<file path="src/rtl/heap_build_pkg.sv">
package heap_build_pkg;
    typedef enum logic [1:0] {
        SCH_IDLE  = 2'd0,
        SCH_SWEEP = 2'd1,
        SCH_DONE  = 2'd2
    } sched_state_e;
endpackage

</file>
<file path="src/rtl/heap_node_cas.sv">
module heap_node_cas #(
    parameter int WIDTH = 8
) (
    input  logic [WIDTH-1:0] self_val,
    input  logic [WIDTH-1:0] left_val,
    input  logic [WIDTH-1:0] right_val,
    output logic             take_left,
    output logic             take_right
);
    logic left_wins;

    always_comb begin
        left_wins  = (left_val >= right_val);
        take_left  = left_wins && (left_val > self_val);
        take_right = !left_wins && (right_val > self_val);
    end
endmodule

</file>
<file path="src/rtl/heap_level_sched.sv">
module heap_level_sched
    import heap_build_pkg::*;
#(
    parameter int LEVELS = 4,
    parameter int LVW    = 2
) (
    input  logic           clk,
    input  logic           rst_n,
    input  logic           start,
    input  logic           wr_take,
    output logic           busy,
    output logic           done,
    output logic           step_en,
    output logic [LVW-1:0] act_lvl
);
    localparam int PW        = $clog2(LEVELS + 1);
    localparam int TOP_LVL   = LEVELS - 2;
    localparam int LAST_PASS = LEVELS - 1;
    localparam int RUN_LEN   = LEVELS * (LEVELS - 1);
    localparam int CW        = $clog2(RUN_LEN + 1) + 1;

    sched_state_e   state_q, state_d;
    logic [LVW-1:0] lvl_q, lvl_d;
    logic [PW-1:0]  pass_q, pass_d;

    always_comb begin
        state_d = state_q;
        lvl_d   = lvl_q;
        pass_d  = pass_q;
        unique case (state_q)
            SCH_IDLE: begin
                if (start) begin
                    state_d = SCH_SWEEP;
                    lvl_d   = LVW'(TOP_LVL);
                    pass_d  = '0;
                end
            end
            SCH_SWEEP: begin
                if (lvl_q == '0) begin
                    if (pass_q == PW'(LAST_PASS)) begin
                        state_d = SCH_DONE;
                    end else begin
                        pass_d = pass_q + 1'b1;
                        lvl_d  = LVW'(TOP_LVL);
                    end
                end else begin
                    lvl_d = lvl_q - 1'b1;
                end
            end
            SCH_DONE: begin
                if (start) begin
                    state_d = SCH_SWEEP;
                    lvl_d   = LVW'(TOP_LVL);
                    pass_d  = '0;
                end else if (wr_take) begin
                    state_d = SCH_IDLE;
                end
            end
            default: state_d = SCH_IDLE;
        endcase
    end

    always_ff @(posedge clk) begin
        if (!rst_n) begin
            state_q <= SCH_IDLE;
            lvl_q   <= '0;
            pass_q  <= '0;
        end else begin
            state_q <= state_d;
            lvl_q   <= lvl_d;
            pass_q  <= pass_d;
        end
    end

    always_comb begin
        busy    = (state_q == SCH_SWEEP);
        done    = (state_q == SCH_DONE);
        step_en = (state_q == SCH_SWEEP);
        act_lvl = lvl_q;
    end

    // checker counter: cycles spent sweeping in the current run
    logic [CW-1:0] run_cnt;
    always_ff @(posedge clk) begin
        if (!rst_n) begin
            run_cnt <= '0;
        end else if (state_q != SCH_SWEEP && state_d == SCH_SWEEP) begin
            run_cnt <= '0;
        end else if (state_q == SCH_SWEEP) begin
            run_cnt <= run_cnt + 1'b1;
        end
    end

    a_r3_run_length: assert property (@(posedge clk) disable iff (!rst_n)
        $rose(done) |-> (run_cnt == CW'(RUN_LEN)));

    a_r8_done_holds: assert property (@(posedge clk) disable iff (!rst_n)
        (done && !start && !wr_take) |=> done);

    a_r8_start_ignored_busy: assert property (@(posedge clk) disable iff (!rst_n)
        (busy && start && lvl_q != '0) |=> busy);

    a_r9_level_range: assert property (@(posedge clk) disable iff (!rst_n)
        busy |-> (lvl_q <= LVW'(TOP_LVL)));
endmodule

</file>
<file path="src/rtl/heap_build_top.sv">
module heap_build_top
    import heap_build_pkg::*;
#(
    parameter int LEVELS = 4,
    parameter int WIDTH  = 8,
    parameter int IDXW   = $clog2((1 << LEVELS) - 1)
) (
    input  logic             clk,
    input  logic             rst_n,
    input  logic             wr_en,
    input  logic [IDXW-1:0]  wr_idx,
    input  logic [WIDTH-1:0] wr_data,
    input  logic             start,
    input  logic [IDXW-1:0]  rd_idx,
    output logic [WIDTH-1:0] rd_data,
    output logic             busy,
    output logic             done
);
    localparam int NODES   = (1 << LEVELS) - 1;
    localparam int PARENTS = (1 << (LEVELS - 1)) - 1;
    localparam int LVW     = (LEVELS > 2) ? $clog2(LEVELS) : 1;
    localparam int SUMW    = WIDTH + IDXW + 1;

    logic [WIDTH-1:0] vals_q [NODES];
    logic [WIDTH-1:0] vals_d [NODES];
    logic             sw_l   [PARENTS];
    logic             sw_r   [PARENTS];
    logic             step_en;
    logic [LVW-1:0]   act_lvl;
    logic             wr_take;

    assign wr_take = wr_en && !busy && (int'(wr_idx) < NODES);

    heap_level_sched #(.LEVELS(LEVELS), .LVW(LVW)) u_sched (
        .clk     (clk),
        .rst_n   (rst_n),
        .start   (start),
        .wr_take (wr_take),
        .busy    (busy),
        .done    (done),
        .step_en (step_en),
        .act_lvl (act_lvl)
    );

    for (genvar p = 0; p < PARENTS; p++) begin : g_cas
        heap_node_cas #(.WIDTH(WIDTH)) u_cas (
            .self_val   (vals_q[p]),
            .left_val   (vals_q[2*p+1]),
            .right_val  (vals_q[2*p+2]),
            .take_left  (sw_l[p]),
            .take_right (sw_r[p])
        );
    end

    always_comb begin
        for (int i = 0; i < NODES; i++) vals_d[i] = vals_q[i];
        if (step_en) begin
            for (int p = 0; p < PARENTS; p++) begin
                if (((p + 1) >> act_lvl) == 1) begin
                    if (sw_l[p]) begin
                        vals_d[p]     = vals_q[2*p+1];
                        vals_d[2*p+1] = vals_q[p];
                    end else if (sw_r[p]) begin
                        vals_d[p]     = vals_q[2*p+2];
                        vals_d[2*p+2] = vals_q[p];
                    end
                end
            end
        end else if (wr_take) begin
            vals_d[wr_idx] = wr_data;
        end
    end

    always_ff @(posedge clk) begin
        if (!rst_n) begin
            for (int i = 0; i < NODES; i++) vals_q[i] <= '0;
        end else begin
            for (int i = 0; i < NODES; i++) vals_q[i] <= vals_d[i];
        end
    end

    assign rd_data = (int'(rd_idx) < NODES) ? vals_q[rd_idx] : '0;

    // checker signals
    logic            heap_ok;
    logic [SUMW-1:0] val_sum;
    always_comb begin
        heap_ok = 1'b1;
        val_sum = '0;
        for (int i = 0; i < NODES; i++) val_sum = val_sum + SUMW'(vals_q[i]);
        for (int p = 0; p < PARENTS; p++) begin
            if (vals_q[p] < vals_q[2*p+1] || vals_q[p] < vals_q[2*p+2]) heap_ok = 1'b0;
        end
    end

    a_r4_heap_order: assert property (@(posedge clk) disable iff (!rst_n)
        done |-> heap_ok);

    // swaps keep the total, and busy writes cannot alter it
    a_r5_sum_kept: assert property (@(posedge clk) disable iff (!rst_n)
        busy |=> (val_sum == $past(val_sum)));

    a_r2_write_lands: assert property (@(posedge clk) disable iff (!rst_n)
        (wr_en && !busy && int'(wr_idx) < NODES) |=> (vals_q[$past(wr_idx)] == $past(wr_data)));

    a_r1_idle_after_reset: assert property (@(posedge clk)
        $rose(rst_n) |-> (!busy && !done));
endmodule

</file>
<file path="config.mk">
export PLATFORM = sky130hd
export DESIGN_NAME = heap_build_top
export DESIGN_NICKNAME = d
export VERILOG_FILES = /design/src/rtl/heap_build_pkg.sv /design/src/rtl/heap_node_cas.sv /design/src/rtl/heap_level_sched.sv /design/src/rtl/heap_build_top.sv
export SDC_FILE = /design/constraint.sdc
export NUM_CORES = 1
export LEC_CHECK = 0
export BUFFER_PORTS_ARGS = -buffer_cell sky130_fd_sc_hd__buf_2
export CAP_MARGIN = 20
export CORE_MARGIN = 2
export CORE_UTILIZATION = 30
export DETAILED_ROUTE_END_ITERATION = 10
export PLACE_DENSITY = 0.45
export SLEW_MARGIN = 5
export SYNTH_ARGS = -nofsm -noshare
export SYNTH_HDL_FRONTEND = slang
export SYNTH_SLANG_ARGS = --single-unit
</file>
<file path="constraint.sdc">
create_clock -name clk -period 7.11 [get_ports clk]
set_clock_uncertainty 0.1 [all_clocks]
set_input_delay 0.711 -clock clk [delete_from_list [all_inputs] [get_ports clk]]
set_output_delay 0.711 -clock clk [all_outputs]
set_load 0.05 [all_outputs]
</file>
Word level (Yosys, flattened, before mapping)
Memories as Yosys holds them, arrays and structs flattened.
Index checks and enable logic that the tools add are counted.
{"block": "word_totals", "reg_bits": 7, "ram_bits": 120, "in_bits": 20, "out_inout_bits": 10, "word_cells": 188, "memories": 1}
{"block": "classes", "n_addsub": 2, "magnitude_cmp": 25, "eq_ne": 17, "shifts": 7, "muxes": 85, "n_bitwise": 16, "reduce_logical": 32}
{"memory": "vals_q", "depth": 15, "word_bits": 8, "rd": 16, "rd_clocked_by_memory_dff": 0, "write_ports": 15, "line": "heap_build_top.sv:24", "text": "logic [WIDTH-1:0] vals_q [NODES];"}
{"op": "8-bit two-way mux", "n": 58}
{"op": "120-bit two-way mux", "n": 2}
{"op": "32-bit by 2-bit equality test with 1-bit output (second input constant)", "n": 7}
{"op": "3-bit by 2-bit right shift with 32-bit output (first input constant)", "n": 4}
{"op": "120-bit bitwise mux", "n": 1}
{"op": "8-bit > comparator", "n": 14}
{"op": "16-bit two-way mux", "n": 6}
{"op": "2-bit by 2-bit right shift with 32-bit output (first input constant)", "n": 2}
{"op": "8-bit greater-or-equal comparator", "n": 7}
{"op": "8-bit demux with 4-bit select", "n": 1}
{"op": "1-bit by 2-bit right shift with 32-bit output (first input constant)", "n": 1}
{"op": "24-bit two-way mux", "n": 1}
{"op": "1-bit logical AND", "n": 17}
{"op": "2-bit two-way mux", "n": 8}
{"op": "1-bit bitwise OR", "n": 15}
{"op": "3-bit two-way mux", "n": 3}
{"op": "1-bit logical NOT", "n": 8}
{"op": "4-bit less-than comparator (second input constant)", "n": 2}
{"op": "4-bit AND reduction", "n": 2}
{"op": "2-bit by 1-bit inequality test with 1-bit output (second input constant)", "n": 3}
{"op": "2-bit one-hot mux with 3 select lines", "n": 1}
{"op": "3-bit one-hot mux with 2 select lines", "n": 1}
{"op": "5-bit greater-or-equal comparator (second input constant)", "n": 1}
{"op": "5-bit by 1-bit less-than comparator with 1-bit output (second input constant)", "n": 1}
{"op": "other kinds (15)", "n": 18}

Depth between registers and ports, before layout
Gate-level depths: netlist of the first run.
{"block": "depth", "word_depth": 11, "ltp_mapped": 11, "depth_no_buf": 9}

Hierarchy
A second synthesis of the first run with hierarchy kept.
{"block": "hier_totals", "hier_cells": 1525, "area_unflattened_um2": 13058.8}
{"mod": "heap_build_top", "instances": 1, "cells_each": 970, "area_per_inst_um2": 8485.6, "seq_area_each_um2": 2402.3}
{"mod": "heap_node_cas", "instances": 7, "cells_each": 73, "area_per_inst_um2": 595.6, "seq_area_each_um2": 0.0}
{"mod": "heap_level_sched", "instances": 1, "cells_each": 44, "area_per_inst_um2": 404.1, "seq_area_each_um2": 140.1}

Least setup slack after synthesis of the first run
OpenSTA, ideal clock, no wires.
{"block": "synth_timing", "kind": "in2out", "startpoint": "input rd_idx[0]", "endpoint": "output rd_data[0]", "t_arrival_ns": 2.614, "required_time_ns": 6.299, "slack_ns": 3.685, "cell_stages": 7, "path_buffers": 3, "cell_sequence": "buf_2 -> buf_2 -> buf_2 -> mux2i_1 -> o21ai_0 -> mux4_2 -> nor2b_1"}
{"block": "synth_via", "elab_chain_len": 2, "word_cells_on_any_way": 3, "cone_classes": "order compare (1); mux (1); memory (1)"}
{"item": "from (decl)", "line": "heap_build_top.sv:14", "text": "input logic [IDXW-1:0] rd_idx,"}
{"item": "memory 15 x 8 bit / 4-bit less-than comparator (equally long branches)"}
{"item": "8-bit two-way mux *", "line": "heap_build_top.sv:82", "text": "assign rd_data = (int'(rd_idx) < NODES) ? vals_q[rd_idx] : '0;"}
{"item": "to (decl)", "line": "heap_build_top.sv:15", "text": "output logic [WIDTH-1:0] rd_data,"}
Mark *: on every way between the ends. The rest lies on a longest branch, timed or not.

Worst setup path in the final report of the first run
{"block": "layout_timing", "startpoint": "register u_sched.state_q[0]", "endpoint": "output busy"}
{"block": "layout_via", "elab_chain_len": 1}
{"item": "from (decl)", "line": "heap_level_sched.sv:22", "text": "sched_state_e state_q, state_d;"}
{"item": "from (signal assigned)", "line": "heap_level_sched.sv:69", "text": "state_q <= state_d;"}
{"item": "2-bit by 1-bit equality test with 1-bit output", "line": "heap_level_sched.sv:76", "text": "busy = (state_q == SCH_SWEEP);"}
{"item": "to (decl)", "line": "heap_build_top.sv:16", "text": "output logic busy,"}
Every way passes these cells.

==> results of run 1 <==
==> layout make-up <==
type                       instances  area share, %
clock buffer                      21           3.38
clock inverter                    10           1.18
inverter                         112           3.09
multi-input combinational       1140           66.7
sequential                       127           18.7
tap                              532           4.89
timing repair buffer              45           2.11
==> final timing paths <==
kind                                         end  cells after the start  slack [ps]                             from
setup / recovery                            busy                      5        3340  u_sched.state_q[0]$_SDFFE_PN0P_
hold / removal    u_sched.pass_q[2]$_SDFFE_PN0P_                      2         370   u_sched.pass_q[2]$_SDFFE_PN0P_
setup reg to reg      vals_q[12][7]$_SDFFE_PN0P_                      7        3500  u_sched.state_q[0]$_SDFFE_PN0P_
hold reg to reg   u_sched.pass_q[2]$_SDFFE_PN0P_                      2         370   u_sched.pass_q[2]$_SDFFE_PN0P_
==> critical path, cell delays in order, from the launching register on <==
cell and delay (ps):
dfxtp_1 490, nand2b_2 80, buf_4 270, inv_2 600
buf_4 630, buf_2 380
==> cell families after synthesis <==
| kind of cell | synth area share, % |
|---|---|
| buffers and inverters | 6.47 |
| AO/OA/AOI/OAI | 29.9 |
| adder cells (fa/ha/maj) | 17.5 |
| AND/OR/NAND/NOR | 13.9 |
| multiplexers | 11.7 |
| flip-flops | 20.5 |
==> cell usage after synthesis (34+ instances only) <==
master | number | area share (%)
a21oi_1 | 98 | 3.9
nand2_1 | 137 | 4.1
inv_1 | 111 | 3.4
mux2i_1 | 61 | 4.9
a22oi_1 | 39 | 2.4
ha_1 | 174 | 18
o211a_1 | 52 | 4.2
clkbuf_1 | 64 | 1.9
dfxtp_1 | 127 | 20
nor2_1 | 59 | 1.8
o21ai_0 | 79 | 3.2
o221ai_1 | 34 | 2.4
==> registers in the layout (all words and copies together), names as in the netlist <==
register,count
u_sched.state_q,2
u_sched.act_lvl,2
vals_q,120
u_sched.pass_q,3
==> through the flow <==
| stage | cell area (sq um) | hold slack [ps] | util (%) | power, mW | instances |
|---|---|---|---|---|---|
| floorplan | 12400 | 341 | - | 1.75 | 1472 |
| global placement | 13000 | 355 | 31.7 | 2.11 | 1953 |
| detailed placement | 13000 | 364 | 31.8 | 2.12 | 1954 |
| CTS | 13600 | 373 | 33.3 | 3.08 | 1985 |
| global route | 13600 | 405 | 33.4 | 3.25 | 1987 |
| finish | 13600 | 368 | 33.4 | 3.09 | 1987 |
==> layer usage <==
metal	routed length [um]	share of wire [%]
met2	24200	44
met5	27	0.049
met3	4590	8.4
met1	24200	44
met4	1640	3.0
==> power groups by stage <==
stage | combinational (mW) | sequential, mW | clock (mW)
finish | 1.21 | 0.916 | 0.963
global placement | 1.18 | 0.927 | 0
detailed placement | 1.19 | 0.924 | 0
floorplan | 0.910 | 0.836 | 0
global route | 1.33 | 0.914 | 1.00
CTS | 1.20 | 0.908 | 0.971
==> results.yml, run 1 <==
final_layout:
  register_area_sq_um: 2540
  drive_gt1_share_pct: 10.5
  final_cell_mix: "ha_1 (174), nand2_1 (137), dfxtp_1 (127)"
  fillers: 4266
  antenna_cells: 0
  final_net_count: 1637
  final_common_cell: "ha_1"
  multi_input_comb_area_sq_um: 9090
  synthToLayoutAreaGrowth_pct: 9.63
sta:
  finalSetupViolCount: 0
  fin_crit_sh_pct: 53.0
  period_needed_ps: 3770
  tns_ps: 0
  worstMarginPinSlew_ps: 1100
  grt_setup_unrepaired: "false"
  hold_viol_final: 0
  fmax_ghz: 0.265
  slew_headroom_pct: 25.8
  final_max_slew_viol_count: 0
  worst_slack_ps: 3340
detailed_routing:
  wire_per_inst_um: 27.5
  routed_via_density: 6.23
  drt-initial-drc-count: 1284
  routed_wl_um: 54700
  drt_pass1_iterations: 5
  postRouteAntennaNets: 0
  drc: 0
  vias: 12400
floorplanning:
  die_h_um: 208
  initial_utilization_pct: 30.4
  fp.dieW_um: 208
  core_sq_um: 40800
  num_rows: 74
  top_level_ports: 30
  die_area_sq_um: 43100
grt:
  grt_overflow_total: 0
  grt_pass1_vias: 11800
  grt_pass1_wl_um: 80800
  busiest_layer: "met2"
  met1_usage_pct: 35.2
  grt_util_met2_pct: 39.0
  track_usage_pct: 25.0
  use_met3_pct: 4.21
  antenna_found_initial: 2
  grt_max_degree: 56
pwr:
  ir_worst_vdd_mv: 0.138
  p_seq_share_pct: 29.6
  p_clk_share_pct: 31.1
  p_per_area_nw_per_um2: 227
  pwr-share-comb_pct: 39.2
  switching_share_pct: 40.4
  internal_power_mw: 1.84
  p_leak_nw: 5.62
  p_switching_mw: 1.25
place:
  pre_cts_slack_ps: 3270
  port-buffer-count: 29
  dp_hpwl_um: 39600
  routabilityCongestion: 0.910
clocking:
  htreeDepth: 4
  postCtsResizedCells: 0
  cts.sink_count: 127
  post-cts-setup-buffer-count: 0
  cts_made_buffers: 17
  tritoncts: "yes"
  cts_buffer_depth: 2
  cts-root-buf: "clkbuf_16"
  clock_latency_ps: 440
  postCtsHoldBufs: 0
  clk_pin_slew_ps: 60
synthesis:
  ys_async_sr_fraction_pct: 0
  ys_types: 72
  synth_flop_cell: "dfxtp_1"
  synth_area_sq_um: 12400
  syn_nets: 1666
  yosysSeqAreaShare_pct: 20.5
  avgSynthCellArea_sq_um: 8.44
  syn_inst: 1472
  synth_edf_count: 0
  ys_seq_elements: 127
  ys_warn_count: 0
setup_path:
  crit_arrival_ps: 2960
  path_class: "reg -> out"
  worstPathRequired_ps: 6300
  worstSetupEndpointType: "output port"
  worst_setup_path_start_kind: "flip-flop"
  critPathMaxFanout: 54
status:
  status: "completed"
hold_path:
  hold_class: "reg -> reg"
run:
  cap_violations: 0
Note: power is estimated with default switching activity, not from simulation.
==> inputs of run 2 (changes only) <==
==> constraint.sdc (replaced) <==
create_clock -name clk -period 3.6 [get_ports clk]
set_clock_uncertainty 0.1 [all_clocks]
set_input_delay 0.36 -clock clk [delete_from_list [all_inputs] [get_ports clk]]
set_output_delay 0.36 -clock clk [all_outputs]
set_load 0.05 [all_outputs]
==> results.yml, run 2 (same netlist as run 1, synthesis figures left out) <==
clocking:
  clock_latency_ps: 450
  cts_made_buffers: 17
  postCtsResizedCells: 0
  clk_pin_slew_ps: 60
  cts_buffer_depth: 2
  tritoncts: "yes"
  htreeDepth: 4
  post-cts-setup-buffer-count: 0
  cts-root-buf: "clkbuf_16"
  postCtsHoldBufs: 0
  cts.sink_count: 127
final_layout:
  final_cell_mix: "ha_1 (174), nand2_1 (137), dfxtp_1 (127)"
  fin_area_sq_um: 14100
  top_register: "vals_q"
  final_common_cell: "ha_1"
  largest_reg_flops: 120
  synthToLayoutAreaGrowth_pct: 13.7
  final_net_count: 1701
  reg_top3: "vals_q (120), u_sched.pass_q (3)"
  drive_gt1_share_pct: 14.4
setup_path:
  worst_setup_path_start_kind: "flip-flop"
  crit_path_frequent_cell: "o21ai_0"
  max_stage_delay_ps: 570
  rr_startpoint: "vals_q[1][0]$_SDFFE_PN0P_"
  worstPathRequired_ps: 3790
  path_class: "reg -> reg"
  worstSetupEndpointType: "flip-flop"
  r2r-end: "vals_q[2][0]$_SDFFE_PN0P_"
  path_cells: "inv_1 -> ha_1 -> nor3b_1 -> o21ai_0 -> a21oi_1 -> o211ai_1 -> mux2i_1 -> a21o_1 -> o21ai_0"
  critPathMaxFanout: 11
  crit_slowest_cell: "o211ai_1"
  crit_arrival_ps: 3490
  crit_buf_inv: 1
  ff2ff_path_depth: 9
  critPathTopFamily: "compound AO/OA/AOI/OAI gates"
  reg2reg_slack_ps: 300
sta:
  grt_setup_unrepaired: "false"
  worstMarginPinSlew_ps: 1050
  fin_crit_sh_pct: 91.8
  tns_ps: 0
  fmax_ghz: 0.303
  period_needed_ps: 3300
  final_max_slew_viol_count: 0
  hold_viol_final: 0
  finalSetupViolCount: 0
  slew_headroom_pct: 29.7
  fin_hold_ws_ps: 187
place:
  placed_cell_area_sq_um: 13500
  dp_hpwl_um: 40200
  routabilityCongestion: 0.946
  port-buffer-count: 29
pwr:
  internal_power_mw: 3.77
  switching_share_pct: 40.2
  p_switching_mw: 2.54
  p_clk_share_pct: 31.7
  p_per_area_nw_per_um2: 446
  ir_worst_vdd_mv: 0.280
  pwr-share-comb_pct: 41.5
  p_seq_share_pct: 26.7
  p_leak_nw: 5.96
floorplanning:
  die_area_sq_um: 43100
  core_sq_um: 40800
  num_rows: 74
  fp.dieW_um: 208
  die_h_um: 208
  top_level_ports: 30
  initial_utilization_pct: 30.4
hold_path:
  holdPathEnd: "u_sched.state_q[1]$_SDFFE_PN0P_"
  hold_class: "in -> reg"
  hp-start: "start"
  holdPathStages: 4
grt:
  track_usage_pct: 24.8
  grt_max_degree: 57
  grt_pass1_vias: 12000
  antenna_found_initial: 3
  grt_pass1_wl_um: 80300
  grt_overflow_total: 0
detailed_routing:
  routed_wl_um: 54300
  wire_per_inst_um: 26.5
  drc: 0
  routed_via_density: 6.13
  drt-initial-drc-count: 1341
  vias: 12600
  postRouteAntennaNets: 0
  drt_pass1_iterations: 5
status:
  status: "completed"
run:
  cap_violations: 0
-- run 2: layer usage --
| metal | global-route usage (%) | part of all wire [%] |
|---|---|---|
| met5 | 0 | 0.039 |
| met4 | 8.52 | 3.4 |
| met3 | 3.98 | 7.9 |
| met2 | 38.6 | 44 |
| met1 | 34.8 | 45 |
-- run 2: how the worst max path moves through the flow --
stage,endpoint,depth (start not counted),slack (ps),start
final,vals_q[2][0]$_SDFFE_PN0P_,9,300,vals_q[1][0]$_SDFFE_PN0P_
after global routing,vals_q[2][6]$_SDFFE_PN0P_,9,100,vals_q[1][0]$_SDFFE_PN0P_
after CTS,vals_q[2][0]$_SDFFE_PN0P_,9,340,vals_q[1][0]$_SDFFE_PN0P_
after detailed placement,vals_q[2][3]$_SDFFE_PN0P_,9,340,vals_q[1][0]$_SDFFE_PN0P_
after global placement,vals_q[2][0]$_SDFFE_PN0P_,9,450,vals_q[1][0]$_SDFFE_PN0P_
after floorplan,rd_data[0],7,880,rd_idx[0]
-- run 2: cell type report --
type | instances | area [sq um]
Inverter | 112 | 420
Antenna cell | 2 | 5.00
Timing Repair Buffer | 109 | 761
Fill cell | 4258 | 26700
Tap cell | 532 | 666
Sequential cell | 127 | 2540
Clock buffer | 18 | 439
Multi-Input combinational cell | 1140 | 9090
Clock inverter | 13 | 213
-- run 2: stage by stage --
stage | worst slack, ps | utilization (%) | std cells | power [mW]
after global placement | 449 | 33.0 | 2019 | 4.26
after detailed placement | 343 | 33.0 | 2019 | 4.27
after global routing | 99.4 | 34.6 | 2051 | 6.61
final | 296 | 34.6 | 2053 | 6.31
after CTS | 338 | 34.6 | 2050 | 6.28
after floorplan | 877 | - | 1472 | 3.45
-- run 2: worst min-delay path: stages --
cell     delay, ps
buf_2           90
nor2_1          40
a21oi_1        130
nor3b_1         60
-- run 2: power by group through the flow --
stage | combinational (mW) | sequential [mW] | clock [mW]
6_report | 2.62 | 1.69 | 2.00
3_5_place_dp | 2.56 | 1.71 | 0
5_1_grt | 2.84 | 1.70 | 2.08
2_1_floorplan | 1.80 | 1.65 | 0
3_3_place_gp | 2.55 | 1.71 | 0
4_1_cts | 2.57 | 1.68 | 2.02
==> inputs of run 3 (changes only) <==
--- a/config.mk
+++ b/config.mk
@@ -10,6 +10,7 @@
 export CORE_MARGIN = 2
 export CORE_UTILIZATION = 30
 export DETAILED_ROUTE_END_ITERATION = 10
+export GPL_TIMING_DRIVEN = 0
 export PLACE_DENSITY = 0.45
 export SLEW_MARGIN = 5
 export SYNTH_ARGS = -nofsm -noshare
==> results.yml, run 3 (same netlist as run 1, synthesis figures left out) <==
status:
  status: "completed"
setup_path:
  rr_startpoint: "vals_q[3][3]$_SDFFE_PN0P_"
  worstSetupEndpointType: "flip-flop"
  path_class: "reg -> reg"
  worstSetupStartpoint: "vals_q[3][3]$_SDFFE_PN0P_"
  critPathMaxFanout: 9
  worst_setup_path_start_kind: "flip-flop"
  crit_path_end: "vals_q[3][2]$_SDFFE_PN0P_"
  r2r-end: "vals_q[3][2]$_SDFFE_PN0P_"
  worstPathRequired_ps: 3790
  reg2reg_slack_ps: 90
  ff2ff_path_depth: 8
  crit_arrival_ps: 3690
grt:
  grt_overflow_total: 0
  track_usage_pct: 27.2
  use_met3_pct: 5.79
  busiest_layer: "met2"
  grt_max_degree: 17
  grt_util_met2_pct: 39.4
  grt_pass1_wl_um: 85900
  antenna_found_initial: 1
  met1_usage_pct: 37.9
  grt_pass1_vias: 12300
place:
  dp.cells: 2028
  placed_cell_area_sq_um: 13200
  routabilityCongestion: 0.976
  port-buffer-count: 23
  dp_hpwl_um: 44200
floorplanning:
  fp.dieW_um: 208
  initial_utilization_pct: 30.4
  die_area_sq_um: 43100
  num_rows: 74
  top_level_ports: 30
  core_sq_um: 40800
  die_h_um: 208
final_layout:
  fillers: 4315
  fin_area_sq_um: 13800
  synthToLayoutAreaGrowth_pct: 11.4
  largest_reg_flops: 120
  final_net_count: 1711
  reg_top3: "vals_q (120), u_sched.pass_q (3)"
  final_common_cell: "ha_1"
  drive_gt1_share_pct: 10.8
  layout.cells.non_filler: 2062
  final_cell_mix: "ha_1 (174), nand2_1 (137), dfxtp_1 (126)"
  top_register: "vals_q"
run:
  cap_violations: 0
pwr:
  pwr-share-comb_pct: 40.2
  switching_share_pct: 41.4
  internal_power_mw: 3.56
  p_switching_mw: 2.51
  ir_worst_vdd_mv: 0.269
  p_clk_share_pct: 30.0
  p_leak_nw: 5.73
  p_per_area_nw_per_um2: 439
  p_seq_share_pct: 29.9
detailed_routing:
  vias: 12800
  drt-initial-drc-count: 1344
  drt_pass1_iterations: 6
  routed_wl_um: 58900
  postRouteAntennaNets: 0
  drc: 0
  wire_per_inst_um: 28.6
  routed_via_density: 6.21
clocking:
  htreeDepth: 4
  cts_buffer_depth: 2
  post-cts-setup-buffer-count: 0
  postCtsHoldBufs: 0
  clk_pin_slew_ps: 70
  clock_latency_ps: 440
  tritoncts: "yes"
  cts.sink_count: 127
  cts-root-buf: "clkbuf_16"
  cts_made_buffers: 17
sta:
  grt_setup_unrepaired: "false"
  finalSetupViolCount: 0
  period_needed_ps: 3510
  worstMarginPinSlew_ps: 1240
  final_max_slew_viol_count: 0
  hold_viol_final: 0
  slew_headroom_pct: 17.5
  fin_crit_sh_pct: 97.4
  fmax_ghz: 0.285
  tns_ps: 0
hold_path:
  hold_class: "in -> reg"
## run 3: cell types whose count changed in the layout (fill, tap and decap cells not counted), sizes merged
cell      before  now
diode          2    1
clkinv         4    7
inv          113  112
bufinv         5    3
buf          109   55
clkbuf        18   83
clkinvlp       3    2
## run 3: worst min path at each step
stage	startpoint	to	cells past startpoint	slack [ps]
4_1_cts	start	u_sched.state_q[1]$_SDFFE_PN0P_	4	180
3_5_place_dp	u_sched.pass_q[2]$_SDFFE_PN0P_	u_sched.pass_q[2]$_SDFFE_PN0P_	2	360
2_1_floorplan	u_sched.pass_q[2]$_SDFFE_PN0P_	u_sched.pass_q[2]$_SDFFE_PN0P_	2	340
5_1_grt	start	u_sched.state_q[1]$_SDFFE_PN0P_	4	220
3_3_place_gp	u_sched.pass_q[2]$_SDFFE_PN0P_	u_sched.pass_q[2]$_SDFFE_PN0P_	2	360
6_report	start	u_sched.state_q[1]$_SDFFE_PN0P_	4	180
## run 3: worst max-delay path, stage by stage (launching register included)
cell and delay (ps):
dfxtp_1 780, inv_1 170, ha_1 370, o211ai_1 110, a21o_1 180, a2111oi_0 830
o21ai_1 430, nand3_1 220, a41oi_1 160
## run 3: what timing repair did
item	in CTS	in global routing
pin swaps	0	0
setup endpoints to repair	2	3
resized for setup	2	2
## run 3: final cells by class
| cell class | instances | area [sq um] | area share [%] |
|---|---|---|---|
| diodes | 1 | 2.50 | 0.0181 |
| plain buffers | 93 | 387 | 2.79 |
| clock buffers | 19 | 443 | 3.20 |
| clock inverters | 12 | 144 | 1.04 |
| inverters | 112 | 420 | 3.04 |
| multi-input cells | 1140 | 9080 | 65.6 |
| flip-flops and latches | 127 | 2540 | 18.4 |
| well taps | 532 | 666 | 4.81 |
| repair buffers | 26 | 153 | 1.10 |
## run 3: stage by stage
step / setup WS [ps] / power [mW] / hold WS [ps] / utilization, %
final: 94.4 / 6.07 / 180 / 33.9
after global placement: -54.7 / 4.19 / 355 / 32.3
after detailed placement: -38.1 / 4.21 / 359 / 32.4
after CTS: 108 / 6.01 / 177 / 33.8
after floorplan: 877 / 3.45 / 341 / -
after global routing: 9.77 / 6.38 / 219 / 33.9
## run 3: power by group through the flow
stage	sequential [mW]	combinational, mW	clock, mW
after floorplan	1.65	1.80	0
after global placement	1.83	2.36	0
after detailed placement	1.83	2.39	0
after CTS	1.80	2.39	1.82
after global routing	1.81	2.68	1.89
final	1.81	2.44	1.82
## run 3: per-layer routing
metal,share of wire (%),routed length [um]
met5,0,0
met4,4.9,2880
met3,9.7,5700
met2,42,24500
met1,44,25800
